### src/rtl/ptr_pkg.sv
// Package: shared types and constants for the paired toggle register.
// Assumes a fixed pair of request/state bits; width is not a free choice.
package ptr_pkg;
    localparam int unsigned PAIR_W = 2;

    typedef logic [PAIR_W-1:0] pair_t;

    // How many request lines are active this cycle.
    typedef enum logic [1:0] {
        REQ_NONE = 2'd0,
        REQ_ONE  = 2'd1,
        REQ_BOTH = 2'd2
    } req_count_e;

    localparam pair_t CLEAR_STATE = '0;
endpackage

### src/rtl/ptr_decide.sv
// Module: ptr_decide
// Computes which state bits to invert from the requests and the state
// held before the edge. Purely combinational. Assumes the requests are
// already synchronous to the clock.
module ptr_decide
    import ptr_pkg::*;
(
    input  pair_t req_i,
    input  pair_t cur_q_i,
    output pair_t flip_o
);
    req_count_e cnt;
    logic       same;

    // Classify the request pattern by the number of active lines.
    always_comb begin
        unique case (req_i)
            2'b00:   cnt = REQ_NONE;
            2'b11:   cnt = REQ_BOTH;
            default: cnt = REQ_ONE;
        endcase
    end

    // Equality of the held state bits.
    always_comb begin
        same = (cur_q_i[1] == cur_q_i[0]);
    end

    // Select the inversion mask; with one request the mask names either
    // the low line (state equal) or the high line (state different).
    always_comb begin
        unique case (cnt)
            REQ_BOTH: flip_o = 2'b11;
            REQ_ONE:  flip_o = same ? ~req_i : req_i;
            default:  flip_o = 2'b00;
        endcase
    end

    // never more bits flagged than active requests allow
    always_comb begin
        flip_cnt_chk: assert ($countones(flip_o) <= $countones(req_i))
            else $error("flip mask wider than request count");
    end
endmodule

### src/rtl/ptr_state_reg.sv
// Module: ptr_state_reg
// Holds the state pair. Synchronous active-low clear beats the enable;
// when enabled, the bits named in the mask are inverted.
module ptr_state_reg
    import ptr_pkg::*;
(
    input  logic  clk,
    input  logic  rst_n,
    input  logic  en_i,
    input  pair_t flip_i,
    output pair_t q_o
);
    // State update: clear, hold, or apply the inversion mask.
    always_ff @(posedge clk) begin
        if (!rst_n)
            q_o <= CLEAR_STATE;
        else if (en_i)
            q_o <= q_o ^ flip_i;
    end


    clear_chk: assert property (@(posedge clk) !rst_n |=> q_o == 2'b00);


    hold_chk: assert property (@(posedge clk) disable iff (!rst_n)
        (rst_n && !en_i) |=> $stable(q_o));
endmodule

### src/rtl/paired_toggle_reg.sv
// Module: paired_toggle_reg (top)
// Two-bit conditional toggle register. Request i is paired with state
// bit i. Assumes clean synchronous inputs; outputs come from flops.
module paired_toggle_reg
    import ptr_pkg::*;
(
    input  logic       clk,
    input  logic       rst_n,
    input  logic       en_i,
    input  logic [1:0] req_i,
    output logic [1:0] q_o
);
    pair_t flip;
    pair_t state;

    ptr_decide u_decide (
        .req_i   (req_i),
        .cur_q_i (state),
        .flip_o  (flip)
    );

    ptr_state_reg u_state (
        .clk    (clk),
        .rst_n  (rst_n),
        .en_i   (en_i),
        .flip_i (flip),
        .q_o    (state)
    );

    // Drive the outputs from the state flops.
    always_comb q_o = state;


    both_flip_chk: assert property (@(posedge clk) disable iff (!rst_n)
        (en_i && req_i == 2'b11) |=> q_o == ~$past(q_o));


    idle_hold_chk: assert property (@(posedge clk) disable iff (!rst_n)
        (en_i && req_i == 2'b00) |=> $stable(q_o));


    eq_low_chk: assert property (@(posedge clk) disable iff (!rst_n)
        (en_i && $countones(req_i) == 1 && q_o[0] == q_o[1])
        |=> (q_o ^ $past(q_o)) == ~$past(req_i));


    ne_high_chk: assert property (@(posedge clk) disable iff (!rst_n)
        (en_i && $countones(req_i) == 1 && q_o[0] != q_o[1])
        |=> (q_o ^ $past(q_o)) == $past(req_i));


    single_step_chk: assert property (@(posedge clk) disable iff (!rst_n)
        (en_i && $countones(req_i) == 1) |=> $countones(q_o ^ $past(q_o)) == 1);
endmodule

### config.mk
export PLATFORM = sky130hd
export DESIGN_NAME = paired_toggle_reg
export DESIGN_NICKNAME = d
export VERILOG_FILES = /design/src/rtl/ptr_pkg.sv /design/src/rtl/ptr_decide.sv /design/src/rtl/ptr_state_reg.sv /design/src/rtl/paired_toggle_reg.sv
export SDC_FILE = /design/constraint.sdc
export NUM_CORES = 1
export LEC_CHECK = 0
export BUFFER_PORTS_ARGS = -buffer_cell sky130_fd_sc_hd__buf_2
export CORE_AREA = 2 2 39 41
export DETAILED_ROUTE_END_ITERATION = 10
export DIE_AREA = 0 0 41 43
export GPL_ROUTABILITY_DRIVEN = 0
export SYNTH_ARGS = -nofsm -noshare
export SYNTH_HDL_FRONTEND = slang
export SYNTH_SLANG_ARGS = --single-unit
### constraint.sdc
create_clock -name clk -period 2.3 [get_ports clk]
set_clock_uncertainty 0.15 [all_clocks]
set_input_delay 0.115 -clock clk [delete_from_list [all_inputs] [get_ports clk]]
set_output_delay 0.115 -clock clk [all_outputs]
set_load 0.03 [all_outputs]
Word level (Yosys, flattened, before mapping)
Cells that the tools add are included.
{"block": "word_totals", "ff_bits": 2, "romBits": 0, "elab_cells": 11, "memories": 0, "out_inout_bits": 2, "ram_bits": 0, "latch_bits": 0}
{"block": "op_classes", "n_lt_le_gt_ge": 0, "mux": 3, "bitwise": 2, "shift": 0, "multipliers": 0, "n_reduce_logical": 1, "n_div": 0, "n_eq_ne": 4, "add_sub_neg": 0}
{"operator": "$pmux W2 S2", "n": 2}
{"operator": "$eq A2 B2 Y1 const B", "n": 2}
{"operator": "$eq A2 B1 Y1 const B", "n": 1}
{"operator": "$logic_not A2 Y1", "n": 1}
{"operator": "$mux W2", "n": 1}
{"operator": "$not A2 Y2", "n": 1}
{"operator": "$xor A2 B2 Y2", "n": 1}
{"operator": "$eq A1 B1 Y1", "n": 1}

Logic depth before layout (Yosys ltp)
Gate-level depths: netlist of the first run.
{"block": "logic_depth", "word_depth": 5, "mapped_depth": 3, "ltp_nobuf": 3}

Hierarchy
Synthesis of the first run repeated with hierarchy kept, for this count alone.
{"block": "hier_totals", "hier_cells": 13, "hier_area_um2": 118.9}
{"mod": "ptr_state_reg", "seq_area_each_um2": 40.0, "instances": 1, "area_each_um2": 87.6, "cells_each": 10}
{"mod": "ptr_decide", "seq_area_each_um2": 0.0, "instances": 1, "area_each_um2": 31.3, "cells_each": 3}

Worst setup path before layout of the first run
OpenSTA, ideal clock, no wires.
{"block": "synth_timing", "path_kind": "register -> register", "start": "register u_state.q_o[0]", "end": "register u_state.q_o[1]", "t_arrival_ns": 1.188, "path_buffers": 0, "period_less_slack_ns": 1.453, "stages_incl_launch_ff": 4, "setup_slack_ns": 0.847, "cell_sequence": "dfxtp_1 mux2_4 a21oi_2 and3b_1"}
{"block": "synth_between", "elab_chain_len": 4}
{"item": "start: declaration", "line": "ptr_state_reg.sv:11", "source": "output pair_t q_o"}
{"item": "start signal: assignment", "line": "ptr_state_reg.sv:18", "source": "q_o <= q_o ^ flip_i;"}
{"item": "$eq A1 B1 Y1", "line": "ptr_decide.sv:26", "source": "same = (cur_q_i[1] == cur_q_i[0]);"}
{"item": "$mux W2", "line": "ptr_decide.sv:34", "source": "REQ_ONE: flip_o = same ? ~req_i : req_i;"}
{"item": "$pmux W2 S2", "line": "ptr_decide.sv:32", "source": "unique case (cnt)"}
{"item": "$xor A2 B2 Y2", "line": "ptr_state_reg.sv:18"}
Every way passes these cells.
A chain may end at the register's enable or synchronous reset.

Worst setup path after layout of the first run
Ends and elaborated chain as after synthesis.

==> metrics.cfg, run 1 <==
[outcome]
outcome=completed

[drt]
detail-route-antenna-nets=0
drt_wl_total_um=308
routedWlPerCell_um=7.700
drt-initial-drc-count=2
vias=145
via_per_inst=3.625
drc_errors=0
first_pass_iters=2

[sta]
fmax_mhz=754.3
maxSlewViolCount=0
fin_crit_ns=1.326
worst_pin_slew_ns=0.2280
hold_violations=0
setup_viol=0
rsz0062_at_grt=no
timing.hold.ws_ns=0.1309
relSlewSlack=0.8478
finalCritPeriodShare=0.5764
setup_tns_ns=0

[final_layout]
antenna-diode-count=0
largest_register_ff_count=2
final_area_um2=220.2
area_growth_pct=60.00
stdcell_count=40
drive_gt1_frac=0.4583
top_register=u_state.q_o
nets=31
reg_top3=u_state.q_o x2

[power]
combPwrFrac=0.215
power_density_nw_per_um2=698.3
internal_power_w=0.0001132
swShare=0.2638
p_leak_nw=0.09455
p_sw_w=0.00004057
peakVddDrop_mv=0.1382
power_frac_clock=0.497
seq_power_share=0.288

[yosys]
yosys-top-cells-area=dfxtp_1, mux2_4, nand3b_1
yosysSeqAreaShare=0.2909
syn-cell-area_um2=137.6
syn_area_per_cell_um2=9.831
netlist.area_leader.share=0.2909
yosysTopAreaCell=dfxtp_1
ys_warn_count=0
synth-seq-cells=2
ys_types=11
syn-instance-count=14
syn_nets=19

[clocking]
cts_setup_buffers=0
htreeDepth=1
cts_tree=built
clockRootBuffer=clkbuf_4
ctsHoldBuffers=1
cts_inserted_buffers=3
clkSlewWorstSetupHoldPaths_ns=0.03
clock_insertion_delay_worst_skew_ns=0.22
cts_resized=0
cts_sinks=2
cts_max_path_buffers=2

[floorplanning]
die_h_um=43
rows=14
die_area_um2=1763
io_pins=7
die-width_um=41
fp.coreArea_um2=1384
start_util=0.09946

[setup_path]
r2r_slack_ns=0.97
critPathSlowestCell=dfxtp_1
crit_path_max_incr_delay_ns=0.43
rr_worst_depth=3
critPathArrivalTime_ns=1.29
critPathRequiredTime_ns=2.26
end_kind=register
rr_endpoint=u_state.q_o[1]$_SDFFE_PN0P_
crit_path_start_kind=register
worstSetupPathType=reg2reg
crit_path_cell_trace=mux2_4, a21oi_2, and3b_1
rr_startpoint=u_state.q_o[0]$_SDFFE_PN0P_
critPathMaxFanout=8

[global_route]
grt_max_degree=9
grt_pass1_wl_um=538
gr-total-overflow=0
grt_pass1_vias=140
track_usage=0.05311
antenna_found_initial=0

[hold_path]
hold_path_class=in2reg
min_to=u_state.q_o[1]$_SDFFE_PN0P_
hold_depth=3
worstHoldStart=en_i

[job]
drv_cap=0

[place]
place_area_um2=187.7
place_inst=36
io_buffers=6

-- stage by stage --
stage	utilization	worst slack (ns)	total power [W]
final	0.1591	0.9742	0.0001538
after global routing	0.1591	0.8965	0.0001642
after CTS	0.1591	0.9819	0.0001612
after detailed placement	0.1356	0.9847	0.00007653
after global placement	0.1356	0.9933	0.00007664
after floorplan	-	0.8466	0.00006569
-- critical path: cells and delay by family (launching register included) --
family / cells / cell delay (ns)
DFF: 1 / 0.43
muxes: 1 / 0.33
and+or+nand+nor: 1 / 0.17
AOI/OAI and AO/OA: 1 / 0.13
-- final cells by class --
class | instances | area, um^2
well taps | 16 | 20.02
repair buffers | 7 | 40.04
multi-input cells | 12 | 97.59
fillers | 157 | 1164
clock buffers | 3 | 22.52
flip-flops and latches | 2 | 40.04
-- cells by family (layout without fill, tap and decap cells) --
| kind of cell | count (synthesis) | count (layout) | share of synthesized area |
|---|---|---|---|
| DFF | 2 | 2 | 0.2909 |
| and+or+nand+nor | 7 | 7 | 0.3817 |
| buffers and inverters | 0 | 10 | 0 |
| AOI/OAI and AO/OA | 4 | 4 | 0.2182 |
| muxes | 1 | 1 | 0.1091 |
-- synthesized netlist by cell type --
cell and number:
mux2_4 1, and3b_1 1, dfxtp_1 2, o21a_1 1, nand4b_1 1, or2b_1 2, a21oi_2 1, o2111ai_1 1
a21oi_1 1, nand3b_1 2, nand3_1 1
-- metal layers --
layer	GRT usage	vias up	share of wire
met2	0.04688	3	0.49
met4	0.1000	0	0.026
met5	0	-	0
li1	-	75	-
met1	0.06390	65	0.43
met3	0.01571	2	0.045
-- placed cells by master (no fill, tap or decap), drive strengths merged --
| cell type | n |
|---|---|
| a21oi | 2 |
| and3b | 1 |
| buf | 6 |
| clkbuf | 3 |
| dfxtp | 2 |
| dlygate4sd3 | 1 |
| mux2 | 1 |
| nand3 | 1 |
| nand3b | 2 |
| nand4b | 1 |
| o2111ai | 1 |
| o21a | 1 |
| or2b | 2 |
-- power by group through the flow --
stage | Sequential (W) | Combinational, W | Clock (W)
final | 0.0000443 | 0.0000330 | 0.0000764
after global routing | 0.0000456 | 0.0000362 | 0.0000824
after CTS | 0.0000442 | 0.0000334 | 0.0000836
after detailed placement | 0.0000448 | 0.0000317 | 0
after global placement | 0.0000446 | 0.0000320 | 0
after floorplan | 0.0000509 | 0.0000148 | 0
-- worst max-delay path by stage --
stage                                      from  slack [ns]                           to  depth (start not counted)
CTS                 u_state.q_o[0]$_SDFFE_PN0P_        0.98  u_state.q_o[1]$_SDFFE_PN0P_                          3
global placement    u_state.q_o[0]$_SDFFE_PN0P_        0.99  u_state.q_o[1]$_SDFFE_PN0P_                          3
detailed placement  u_state.q_o[0]$_SDFFE_PN0P_        0.98  u_state.q_o[1]$_SDFFE_PN0P_                          3
global route        u_state.q_o[0]$_SDFFE_PN0P_        0.90  u_state.q_o[1]$_SDFFE_PN0P_                          3
floorplan           u_state.q_o[0]$_SDFFE_PN0P_        0.85  u_state.q_o[1]$_SDFFE_PN0P_                          3
finish              u_state.q_o[0]$_SDFFE_PN0P_        0.97  u_state.q_o[1]$_SDFFE_PN0P_                          3
Note: power is estimated with default switching activity, not from simulation.
==> inputs of run 2 (changes only) <==
--- a/config.mk
+++ b/config.mk
@@ -5,6 +5,7 @@
 export SDC_FILE = /design/constraint.sdc
 export NUM_CORES = 1
 export LEC_CHECK = 0
+export ABC_AREA = 1
 export BUFFER_PORTS_ARGS = -buffer_cell sky130_fd_sc_hd__buf_2
 export CORE_AREA = 2 2 39 41
 export DETAILED_ROUTE_END_ITERATION = 10
==> constraint.sdc (replaced) <==
create_clock -name clk -period 1.1 [get_ports clk]
set_clock_uncertainty 0.15 [all_clocks]
set_input_delay 0.055 -clock clk [delete_from_list [all_inputs] [get_ports clk]]
set_output_delay 0.055 -clock clk [all_outputs]
set_load 0.03 [all_outputs]
==> run 2 against run 1 <==
Against the previous run: wire length grew 40%; non-clock buffer count is the same; sequential cell count is the same; combinational power grew to 3.8 times the previous value; hold slack lost 0.10 ns; sequential power grew 130%; critical path depth grew 4; setup slack lost 0.90 ns; sequential share of layout area shrank 1.1 points; synthesized cell count grew 86%; maximum frequency grew 29%; die area is the same.
==> metrics.cfg, run 2 <==
[drt]
via_per_inst=3.731
routedWlPerCell_um=8.269
drt_wl_total_um=430
drt-initial-drc-count=1
vias=194
drc_errors=0
first_pass_iters=2
detail-route-antenna-nets=0

[power]
combPwrFrac=0.325
power_frac_clock=0.412
swShare=0.3500
internal_power_w=0.0002531
power_w=0.0003895
peakVddDrop_mv=0.2478
power_density_nw_per_um2=1402
p_leak_nw=0.1421
seq_power_share=0.263
p_sw_w=0.0001363

[setup_path]
rr_worst_depth=7
crit_path_cell_trace=inv_4, nand2_4, nand3_2, nand3_1, nand2_1, inv_1, nor2_1
rr_endpoint=u_state.q_o[1]$_SDFFE_PN0P_
end_kind=register
critPathArrivalTime_ns=0.99
critPathMaxFanout=5
crit_path_max_incr_delay_ns=0.37
r2r_slack_ns=0.07
critPathSlowestCell=dfxtp_4
rr_startpoint=u_state.q_o[0]$_SDFFE_PN0P_
worstSetupPathType=reg2reg
critPathRequiredTime_ns=1.06
crit_path_start_kind=register

[global_route]
gr-total-overflow=0
grt_pass1_vias=200
grt_pass1_wl_um=655
grt_max_degree=6
antenna_found_initial=0
track_usage=0.06012

[yosys]
synth_common_cells=nand2_1, inv_1, nand3_1
netlist.area_leader.share=0.2807
syn_nets=31
async_flop_share=0
yosysSeqAreaShare=0.2807
syn_area_per_cell_um2=5.486
yosysTopAreaCell=dfxtp_1
ys_warn_count=0
synth_ff_type=dfxtp_1
syn-cell-area_um2=142.6
synth-seq-cells=2
ys_types=6
synth_edf_count=0
yosys-top-cells-area=dfxtp_1, nand3_1, nand2_1
synth_most_common_cell=nand2_1
syn-instance-count=26

[clocking]
clkSlewWorstSetupHoldPaths_ns=0.03
cts_inserted_buffers=3
cts_setup_buffers=0
htreeDepth=1
cts_tree=built
clockRootBuffer=clkbuf_4
cts_max_path_buffers=2
clock_insertion_delay_worst_skew_ns=0.22
cts_sinks=2

[sta]
hold_violations=0
relSlewSlack=0.8981
worst_pin_slew_ns=0.1539
setup_viol=0
maxSlewViolCount=0
setup_tns_ns=0
fmax_mhz=972.4
rsz0062_at_grt=no
finalCritPeriodShare=0.9349
fin_crit_ns=1.028

[floorplanning]
die_area_um2=1763
fp.coreArea_um2=1384
die-width_um=41
rows=14
io_pins=7
start_util=0.1031
die_h_um=43

[final_layout]
largest_register_ff_count=2
drive_gt1_frac=0.6111
area_growth_pct=94.74
fin_util=0.2007
nets=43
fill_cells=164
final_common_cell=buf_2
reg_top3=u_state.q_o x2
top_register=u_state.q_o
antenna-diode-count=0
final_cell_mix=buf_2, nand3_2, inv_1, nand2_1

[outcome]
outcome=completed

[place]
dp_hpwl_um=310.5
io_buffers=6

[hold_path]
worstHoldStart=en_i
hold_path_class=in2reg
min_to=u_state.q_o[0]$_SDFFE_PN0P_
hold_depth=4

[job]
drv_cap=0

run 2: cell type report:
cell class / count / area (um^2) / share of cell area
inverter: 6 / 27.53 / 0.09910
timing repair buffer: 7 / 40.04 / 0.1441
multi-input combinational: 18 / 120.1 / 0.4324
tap: 16 / 20.02 / 0.07207
clock buffer: 3 / 22.52 / 0.08108
sequential: 2 / 47.55 / 0.1712
run 2: cells by family (layout without fill, tap and decap cells):
family                 count (synthesis)  after routing  share of synthesized area
buffers and inverters                  6             16                     0.1579
AND/OR/NAND/NOR                       18             18                     0.5614
flip-flops                             2              2                     0.2807
run 2: stage by stage:
step	hold WS (ns)	setup WS, ns	instances	instance area, um^2
finish	0.03087	0.07164	52	277.8
floorplan	0.01663	0.02836	26	150.1
global route	0.06245	0.0006417	52	277.8
global placement	0.1430	0.05067	48	200.2
detailed placement	0.1465	0.02445	48	200.2
CTS	0.01901	0.01477	52	232.7
run 2: repair_timing:
item                                   in CTS  in global routing
hold buffers                                1                  0
gates resized for setup                     0                 14
endpoints found under the hold margin       2                  0
setup endpoints to repair                   0                  2
run 2: how the worst max path moves through the flow:
stage	startpoint	endpoint	cells after the start
floorplan	u_state.q_o[0]$_SDFFE_PN0P_	u_state.q_o[0]$_SDFFE_PN0P_	7
finish	u_state.q_o[0]$_SDFFE_PN0P_	u_state.q_o[1]$_SDFFE_PN0P_	7
detailed placement	u_state.q_o[1]$_SDFFE_PN0P_	u_state.q_o[1]$_SDFFE_PN0P_	7
global route	u_state.q_o[0]$_SDFFE_PN0P_	u_state.q_o[1]$_SDFFE_PN0P_	7
global placement	u_state.q_o[1]$_SDFFE_PN0P_	u_state.q_o[1]$_SDFFE_PN0P_	7
CTS	u_state.q_o[0]$_SDFFE_PN0P_	u_state.q_o[1]$_SDFFE_PN0P_	7
run 2: critical path: cells and delay by family (launching register included):
kind / cells / cell delay, ns
DFF: 1 / 0.37
and+or+nand+nor: 5 / 0.29
buffers and inverters: 2 / 0.10
run 2: layer usage:
layer	global-route usage	share of wire	wire length [um]	up-vias
li1	-	-	-	105
met1	0.05112	0.34	147	85
met2	0.08125	0.59	253	4
met3	0.03141	0.065	28	0
met4	0.08000	0	0	0
met5	0	0	0	-
run 2: power by group through the flow:
stage | Clock, W | Sequential, W | Combinational (W)
after floorplan | 0 | 0.000112 | 0.0000515
after global placement | 0 | 0.0000950 | 0.0000936
after detailed placement | 0 | 0.0000957 | 0.0000954
after CTS | 0.000172 | 0.0000949 | 0.0000984
after global routing | 0.000178 | 0.000105 | 0.000140
final | 0.000161 | 0.000102 | 0.000126
